$ cat config.mk
export PLATFORM = sky130hd
export DESIGN_NAME = sec_arbiter
export DESIGN_NICKNAME = d
export VERILOG_FILES = /design/src/rtl/arb_pkg.sv /design/src/rtl/rr_pick.sv /design/src/rtl/two_level_pick.sv /design/src/rtl/bus_watch.sv /design/src/rtl/grant_timer.sv /design/src/rtl/sec_arbiter.sv
export SDC_FILE = /design/constraint.sdc
export NUM_CORES = 1
export LEC_CHECK = 0
export BUFFER_PORTS_ARGS = -buffer_cell sky130_fd_sc_hd__buf_2
export CORE_MARGIN = 10
export CORE_UTILIZATION = 55
export CTS_CLUSTER_SIZE = 24
export DETAILED_ROUTE_END_ITERATION = 10
export PLACE_DENSITY = 0.71
export REMOVE_ABC_BUFFERS = 1
export SLEW_MARGIN = 15
export SYNTH_ARGS = -nofsm -noshare
export SYNTH_HDL_FRONTEND = slang
export SYNTH_SLANG_ARGS = --single-unit
$ cat constraint.sdc
create_clock -name clk -period 7.2 [get_ports clk]
set_input_delay 0.72 -clock clk [delete_from_list [all_inputs] [get_ports clk]]
set_output_delay 0.72 -clock clk [all_outputs]
set_load 0.02 [all_outputs]
$ cat src/rtl/arb_pkg.sv
package arb_pkg;

  // Decision taken by the arbiter at each clock edge.
  typedef enum logic [2:0] {
    ACT_OFF,    // disabled: no grant
    ACT_GRANT,  // no grant out: issue winner
    ACT_HOLD,   // keep current holder
    ACT_MOVE,   // busy bus: move grant without gap
    ACT_DROP    // idle bus: remove grant (gap or timeout)
  } arb_act_e;

endpackage

$ cat src/rtl/rr_pick.sv
// Round-robin selector: first set bit after index `last`, with wrap-around.
module rr_pick #(
  parameter int W  = 4,
  parameter int IW = (W > 1) ? $clog2(W) : 1
) (
  input  logic [W-1:0]  vec,
  input  logic [IW-1:0] last,
  output logic [IW-1:0] idx,
  output logic          found
);

  always_comb begin
    found = 1'b0;
    idx   = '0;
    for (int k = 1; k <= W; k++) begin
      int c;
      c = (int'(last) + k) % W;
      if (!found && vec[c]) begin
        found = 1'b1;
        idx   = IW'(c);
      end
    end
  end

endmodule

$ cat src/rtl/two_level_pick.sv
// Two-level winner selection: high group rotates with one extra slot that
// stands for the whole low group, which rotates on its own pointer.
module two_level_pick #(
  parameter int N_REQ = 5,
  localparam int IW   = $clog2(N_REQ),
  localparam int SW   = $clog2(N_REQ + 1)
) (
  input  logic [N_REQ-1:0] req,
  input  logic [N_REQ-1:0] prio_high,
  input  logic [SW-1:0]    hi_last,
  input  logic [IW-1:0]    lo_last,
  output logic [IW-1:0]    win_idx,
  output logic             win_any,
  output logic [SW-1:0]    nxt_hi,
  output logic [IW-1:0]    nxt_lo
);

  logic [N_REQ:0]   hi_vec;
  logic [N_REQ-1:0] lo_vec;
  logic [SW-1:0]    hi_idx;
  logic [IW-1:0]    lo_idx;
  logic             hi_found;
  logic             lo_found;
  logic             low_slot;

  assign lo_vec = req & ~prio_high;
  assign hi_vec = {|lo_vec, req & prio_high};

  rr_pick #(.W(N_REQ + 1), .IW(SW)) u_hi (
    .vec   (hi_vec),
    .last  (hi_last),
    .idx   (hi_idx),
    .found (hi_found)
  );

  rr_pick #(.W(N_REQ), .IW(IW)) u_lo (
    .vec   (lo_vec),
    .last  (lo_last),
    .idx   (lo_idx),
    .found (lo_found)
  );

  assign low_slot = hi_found && (hi_idx == SW'(N_REQ));
  assign win_any  = hi_found && (!low_slot || lo_found);

  always_comb begin
    win_idx = '0;
    nxt_hi  = hi_last;
    nxt_lo  = lo_last;
    if (win_any) begin
      if (low_slot) begin
        win_idx = lo_idx;
        nxt_hi  = SW'(N_REQ);
        nxt_lo  = lo_idx;
      end else begin
        win_idx = IW'(hi_idx);
        nxt_hi  = hi_idx;
      end
    end
  end

endmodule

$ cat src/rtl/bus_watch.sv
// Bus state tracking: idle flag and start-of-transaction pulse.
module bus_watch (
  input  logic clk,
  input  logic rst,
  input  logic frame_n,
  input  logic irdy_n,
  output logic idle,
  output logic start
);

  logic idle_prev_q;

  assign idle  = frame_n & irdy_n;
  assign start = !idle && idle_prev_q;

  always_ff @(posedge clk) begin
    if (rst) idle_prev_q <= 1'b1;
    else     idle_prev_q <= idle;
  end

endmodule

$ cat src/rtl/grant_timer.sv
// Counts idle granted cycles of a requesting holder; flags the last one.
module grant_timer #(
  parameter int TIMEOUT = 16,
  localparam int CW     = $clog2(TIMEOUT + 1)
) (
  input  logic clk,
  input  logic rst,
  input  logic clear,
  input  logic tick,
  output logic last
);

  logic [CW-1:0] cnt_q;

  assign last = (cnt_q == CW'(TIMEOUT - 1));

  always_ff @(posedge clk) begin
    if (rst || clear)  cnt_q <= '0;
    else if (tick)     cnt_q <= cnt_q + 1'b1;
  end

endmodule

$ cat src/rtl/sec_arbiter.sv
module sec_arbiter
  import arb_pkg::*;
#(
  parameter int N_REQ   = 5,
  parameter int TIMEOUT = 16
) (
  input  logic             clk,
  input  logic             rst,
  input  logic             arb_disable,
  input  logic [N_REQ-1:0] prio_high,
  input  logic [N_REQ-1:0] req_n,
  input  logic             frame_n,
  input  logic             irdy_n,
  output logic [N_REQ-1:0] gnt_n
);

  localparam int IW = $clog2(N_REQ);
  localparam int SW = $clog2(N_REQ + 1);

  logic [N_REQ-1:0] req;
  logic             granted_q, granted_d;
  logic [IW-1:0]    holder_q, holder_d;
  logic             used_q, used_d;
  logic [SW-1:0]    hi_last_q;
  logic [IW-1:0]    lo_last_q;
  logic [N_REQ-1:0] gnt_n_q;

  logic [IW-1:0]    win_idx;
  logic             win_any;
  logic [SW-1:0]    nxt_hi;
  logic [IW-1:0]    nxt_lo;
  logic             idle, start;
  logic             hold_req, used_eff, to_last, tick, tclr;
  arb_act_e         act;

  assign req      = ~req_n;
  assign hold_req = req[holder_q];
  assign used_eff = used_q | start;

  two_level_pick #(.N_REQ(N_REQ)) u_pick (
    .req       (req),
    .prio_high (prio_high),
    .hi_last   (hi_last_q),
    .lo_last   (lo_last_q),
    .win_idx   (win_idx),
    .win_any   (win_any),
    .nxt_hi    (nxt_hi),
    .nxt_lo    (nxt_lo)
  );

  bus_watch u_bus (
    .clk     (clk),
    .rst     (rst),
    .frame_n (frame_n),
    .irdy_n  (irdy_n),
    .idle    (idle),
    .start   (start)
  );

  // Decision for this edge
  always_comb begin
    if (arb_disable) begin
      act = ACT_OFF;
    end else if (!granted_q) begin
      act = ACT_GRANT;
    end else if (!idle) begin
      if ((used_eff || !hold_req) && (win_idx != holder_q)) act = ACT_MOVE;
      else                                                   act = ACT_HOLD;
    end else if (hold_req && to_last) begin
      act = ACT_DROP;
    end else if ((used_q || !hold_req) && (win_idx != holder_q)) begin
      act = ACT_DROP;
    end else begin
      act = ACT_HOLD;
    end
  end

  assign tick = granted_q && idle && hold_req && !arb_disable;
  assign tclr = !tick || (act != ACT_HOLD);

  grant_timer #(.TIMEOUT(TIMEOUT)) u_timer (
    .clk   (clk),
    .rst   (rst),
    .clear (tclr),
    .tick  (tick),
    .last  (to_last)
  );

  always_comb begin
    granted_d = granted_q;
    holder_d  = holder_q;
    used_d    = used_q;
    unique case (act)
      ACT_OFF, ACT_DROP: begin
        granted_d = 1'b0;
        used_d    = 1'b0;
      end
      ACT_GRANT, ACT_MOVE: begin
        granted_d = 1'b1;
        holder_d  = win_idx;
        used_d    = 1'b0;
      end
      default: used_d = used_eff;
    endcase
  end

  always_ff @(posedge clk) begin
    if (rst) begin
      granted_q <= 1'b0;
      holder_q  <= '0;
      used_q    <= 1'b0;
      hi_last_q <= SW'(N_REQ);
      lo_last_q <= IW'(N_REQ - 1);
    end else begin
      granted_q <= granted_d;
      holder_q  <= holder_d;
      used_q    <= used_d;
      if ((act == ACT_GRANT || act == ACT_MOVE) && win_any) begin
        hi_last_q <= nxt_hi;
        lo_last_q <= nxt_lo;
      end
    end
  end

  // Registered active-low grant outputs, one flop per requester
  for (genvar i = 0; i < N_REQ; i++) begin : g_gnt
    always_ff @(posedge clk) begin
      if (rst) gnt_n_q[i] <= 1'b1;
      else     gnt_n_q[i] <= !(granted_d && (holder_d == IW'(i)));
    end
  end

  assign gnt_n = gnt_n_q;

endmodule

==> results of run 1 <==
-- kinds of logic (layout without fill, tap and decap cells) --
logic type,after synthesis,in the layout,share of synthesized area (%)
buffers and inverters,55,58,6.979
xor gates and xnor gates,19,19,5.554
DFF,22,22,10.45
muxes,21,21,6.920
and+or+nand+nor,200,200,25.60
adders and majority gates,41,41,12.36
AOI/OAI and AO/OA,162,162,32.14
-- cells in the mapped netlist, types with 6 or more instances --
library cell	count	share of area, %
o21ai_0	18	2.1
or2_2	7	1.0
mux4_2	6	3.2
and3_1	7	1.0
inv_1	29	2.6
a31oi_1	6	0.89
o211ai_1	11	2.0
a211o_1	6	1.2
nand3_1	20	2.4
nand2_1	43	3.8
a21oi_1	26	3.1
xnor2_1	11	2.3
ha_1	40	12
nor2_1	49	4.4
nand2b_1	11	1.6
dfxtp_1	22	10
o22ai_1	6	0.89
mux2i_1	10	2.4
clkbuf_1	8	0.71
and2_1	7	1.0
a211oi_1	11	2.0
nor3_1	15	1.8
-- layout make-up --
cell class,count,share of cell area [%]
Multi-Input combinational cell,443,80.32
Timing Repair Buffer,20,2.369
Sequential cell,22,10.17
Clock buffer,4,1.271
Tap cell,99,2.860
Inverter,34,3.005
-- registers in the layout (all words and copies together), names as in the netlist --
name and cells:
gnt_n 5, granted_q 1, hi_last_q 3, holder_q 3
lo_last_q 3, u_bus.idle_prev_q 1, u_timer.cnt_q 5, used_q 1
-- layout by cell type, fill, tap and decap left out, types with 10 or more instances in the layout --
cell and instances:
xnor2_1 11, o21ai_0 18, a211oi_1 11, ha_1 40
nor3_1 15, nor2_1 49, mux2i_1 10, nand3_1 20
nand2b_1 11, o211ai_1 11, dfxtp_1 22, buf_2 19
a21oi_1 26, inv_1 29, nand2_1 43
-- metal layers --
metal	up-vias	global-route usage, %	part of all wire, %
met5	-	0	0
met4	0	5.821	1.7
met3	23	2.275	4.4
met2	114	30.66	49
met1	1877	22.64	44
li1	1961	-	-
-- stage by stage --
step	instance area (µm²)	setup WS (ns)	std cells	util [%]	hold WS [ns]
global route	4330	0.7581	622	58.76	0.4863
CTS	4330	1.222	622	58.76	0.4551
detailed placement	4275	1.254	618	58.01	0.4344
finish	4330	1.219	622	58.76	0.4610
global placement	4275	1.543	618	58.01	0.4308
floorplan	4049	1.762	499	-	0.4176
-- critical path: stages, from the launching register on --
cell	delay, ns
dfxtp_1	0.50
inv_1	0.30
ha_1	0.81
inv_1	0.18
ha_1	0.29
nor2_1	0.18
a211o_1	0.20
nand2_1	0.10
ha_1	0.27
nor2b_1	0.16
o32ai_1	0.43
mux2i_1	0.31
a32oi_2	0.23
o2bb2ai_1	0.19
a221oi_1	0.28
o2bb2ai_1	0.16
a21oi_2	0.23
xor2_2	0.13
a41oi_4	0.43
o211ai_4	0.17
a211o_1	0.31
-- worst max-delay path by stage --
stage	startpoint	end	slack [ns]	cells past startpoint
6_report	lo_last_q[1]	hi_last_q[2]	1.22	20
5_1_grt	lo_last_q[2]	hi_last_q[2]	0.76	20
4_1_cts	lo_last_q[1]	hi_last_q[2]	1.22	20
3_5_place_dp	lo_last_q[1]	hi_last_q[2]	1.25	20
3_3_place_gp	lo_last_q[2]	hi_last_q[2]	1.54	20
2_1_floorplan	lo_last_q[0]	hi_last_q[2]	1.76	20
==> impl_metrics.yaml, run 1 <==
sta:
  relSlewSlack_pct: 41.85
  fin_setup_tns_ns: 0
  fin_skew_ns: 0.001007
  rsz0062_at_grt: "false"
  finalCriticalPeriod_ns: 5.981
  slew_violations: 0
  worst_pin_slew_ns: 0.8723
  period_share_pct: 83.07
  hold_viol_final: 0
  max_freq_mhz: 167.2
  setup_viol: 0
die:
  die-area_mm2: 0.01156
  start_util_pct: 57.16
  num_rows: 31
  io_pins: 20
  die_w_um: 107.5
  die_h_um: 107.5
  coreArea_mm2: 0.007370
cells_and_area:
  syn2layout_area_growth_pct: 2.792
  nFillCells: 682
  multi_input_area_mm2: 0.003478
  ff_latch_area_um2: 440.4
  num_antenna_cells: 0
  drive_gt1_share_pct: 18.16
  fin_nets: 580
synth:
  synthArstFlopShare_pct: 0
  ys_seq_elements: 22
  seq_area_frac_synth_pct: 10.45
  synth_edf_count: 0
  synthesis.instances: 520
  syn_area_per_cell_um2: 8.102
  ys_types: 106
  yosys_warnings: 0
  dominantRegCellSynth: "dfxtp_1"
  netlist_area_mm2: 0.004213
outcome:
  status: "finished clean"
drt:
  drtIter0Drc: 175
  ant_nets: 0
  wire_per_inst_um: 17.00
  dr_total_vias: 3975
  avgViaCountPerCell: 6.391
  drc: 0
  totalWireLength_um: 10570
  first_pass_iters: 6
critical_path:
  reg2reg_from: "lo_last_q[1]"
  r2r_setup_slack_ns: 1.22
  cp_data_arrival_time_ns: 6.14
  worstSetupPathType: "reg -> reg"
  critical_path.max_fanout: 21
  cp-end-kind: "flop"
  reg2reg_to: "hi_last_q[2]"
  reg2reg_depth: 20
  critPathRequiredTime_ns: 7.36
  start_kind: "flop"
clock_network:
  clk_path_buf_depth: 2
  root_buffer: "clkbuf_8"
  clkTransAtPathRegs_ns: 0.07
  clk_latency_ns: 0.26
  postCtsHoldBufs: 0
  cts_buffers: 3
  post_cts.repair.setup_buffers: 0
  cts_tree: "yes"
  cts-resized-gates: 0
  clock-sinks: 22
  cts_max_level: 1
grt:
  grt_use_total_pct: 17.93
  grt_start_max_net_pins: 29
  antenna_found_initial: 0
  grt_pass1_vias: 3766
  grt_pass1_wl_um: 17710
  grt-ovfl-total: 0
placement:
  dp_hpwl_um: 8419
  io_buffer_count: 19
  place_congestion: 0.9744
min_path:
  holdPathStages: 1
  min_to: "u_timer.cnt_q[0]"
  hp-start: "u_timer.cnt_q[0]"
  hp-class: "reg -> reg"
flow_run:
  cap_violations: 0
Power of run 1 is left out: the tool's default activity adds up to more than one toggle a clock period on the data nets, which glitch-free logic cannot reach.
==> run 2, diff against run 1 <==
PLACE_DENSITY = 0.73   (was 0.71)
clock period = 5.4 ns   (was 7.2 ns; I/O delays follow)
==> run 2 against run 1 <==
  * Wire length increased by 4.6%
  * Final cell count is 3.2% higher
  * Critical path depth unchanged
  * Clock skew increased by 0.0036 ns
  * Sequential cell count is the same
  * Global-route usage up 0.29 points
  * Critical endpoint unchanged
==> impl_metrics.yaml, run 2 (synthesis gave the netlist of run 1 again) <==
outcome:
  status: "finished clean"
clock_network:
  cts_tree: "yes"
  clk_latency_ns: 0.26
  clk_path_buf_depth: 2
  cts_buffers: 3
  root_buffer: "clkbuf_8"
  clock-sinks: 22
  clkTransAtPathRegs_ns: 0.08
  cts_max_level: 1
  postCtsHoldBufs: 0
sta:
  relSlewSlack_pct: 58.33
  setup_viol: 0
  postLayoutSetupSlackWorst_ns: 0.1982
  fin_skew_ns: 0.004577
  max_freq_mhz: 192.2
  period_share_pct: 96.33
  finalCriticalPeriod_ns: 5.202
  worst_pin_slew_ns: 0.6228
  slew_violations: 0
  hold_viol_final: 0
grt:
  grt_start_max_net_pins: 27
  grt_pass1_vias: 3934
  antenna_found_initial: 0
  grt_use_total_pct: 18.23
  grt-ovfl-total: 0
  grt_pass1_wl_um: 18130
die:
  die-area_mm2: 0.01156
  die_h_um: 107.5
  num_rows: 31
  die_w_um: 107.5
  start_util_pct: 57.16
  io_pins: 20
  coreArea_mm2: 0.007370
placement:
  dp_hpwl_um: 8823
  placed_area_mm2: 0.004380
  dp_slack_ns: 0.01332
  dp_cells: 632
  io_buffer_count: 19
  place_congestion: 0.9159
min_path:
  hp-class: "reg -> reg"
  hp-start: "u_timer.cnt_q[0]"
  holdPathStages: 1
critical_path:
  worstSetupPathType: "reg -> reg"
  cp_data_arrival_time_ns: 5.35
  reg2reg_depth: 20
  cp-end-kind: "flop"
  startpoint: "lo_last_q[1]"
  critical_path.max_fanout: 8
  critPathRequiredTime_ns: 5.55
  start_kind: "flop"
  reg2reg_from: "lo_last_q[1]"
drt:
  ant_nets: 0
  totalWireLength_um: 11070
  dr_total_vias: 4139
  drc: 0
  first_pass_iters: 4
  drtIter0Drc: 194
  avgViaCountPerCell: 6.447
  wire_per_inst_um: 17.24
cells_and_area:
  stdcell_area_mm2: 0.004542
  final_cell_mix: "nor2_1 (48), nand2_1 (43), ha_1 (40)"
  num_antenna_cells: 0
  fin_util_pct: 61.63
  syn2layout_area_growth_pct: 7.811
  fin_nets: 600
  final_common_cell: "nor2_1"
  drive_gt1_share_pct: 23.02
  post_layout_nonfiller_instances: 642
flow_run:
  cap_violations: 0
==> run 2: cell count changes in the layout (fill, tap and decap cells not counted), moves of 2 or more <==
cell	before	now
buf_4	1	19
dfxtp_1	22	19
dfxtp_2	0	3
xnor2_1	11	9
xnor2_2	1	3
==> run 2: layout make-up <==
class | instances | area (µm²)
well taps | 99 | 123.9
repair inverters | 1 | 5.005
inverters | 34 | 133.9
multi-input cells | 444 | 3526
clock inverters | 1 | 30.03
repair buffers | 38 | 237.7
flip-flops and latches | 22 | 444.2
clock buffers | 3 | 41.29
fillers | 640 | 2828
==> run 2: worst max-delay path, stage by stage, from the launching register on <==
cell and delay (ns):
dfxtp_2 0.44, clkinvlp_4 0.19, ha_1 0.34, o21ai_1 0.27, nand2_1 0.13, xnor2_1 0.19
ha_1 0.23, fa_1 0.36, a21boi_1 0.16, nand3_1 0.15, mux2_2 0.38, o22ai_2 0.25
nor2_1 0.10, and3_4 0.20, a221oi_1 0.31, o2bb2ai_1 0.18, a21oi_2 0.23, xor2_2 0.29
a41oi_2 0.23, o311a_1 0.18, a211o_1 0.27
==> run 2: final timing paths <==
check / end / slack, ns
max: hi_last_q[2] / 0.20
max reg2reg: hi_last_q[2] / 0.20
min: u_timer.cnt_q[0] / 0.46
min reg2reg: u_timer.cnt_q[0] / 0.46
==> run 2: timing repair <==
item	in CTS	in global routing
resized for setup	0	11
buffers inserted	0	4
hold endpoints to repair	0	0
setup endpoints to repair	0	18
==> run 2: per-layer routing <==
metal  vias up  share of wire [%]  GRT usage, %  wire (µm)
li1       2003                  -             -          -
met1      1981                 43         21.90       4796
met2       129                 50         32.87       5507
met3        26                4.4         2.036        482
met4         0                2.5         5.630        278
met5         -                  0             0          0
==> run 2: metrics by stage <==
stage	hold WS (ns)	setup TNS, ns
CTS	0.4554	0
floorplan	0.4176	-0.03843
global placement	0.4317	0
finish	0.4569	0
global route	0.4813	-0.02748
detailed placement	0.4405	0
Power of run 2 is left out for the same reason.
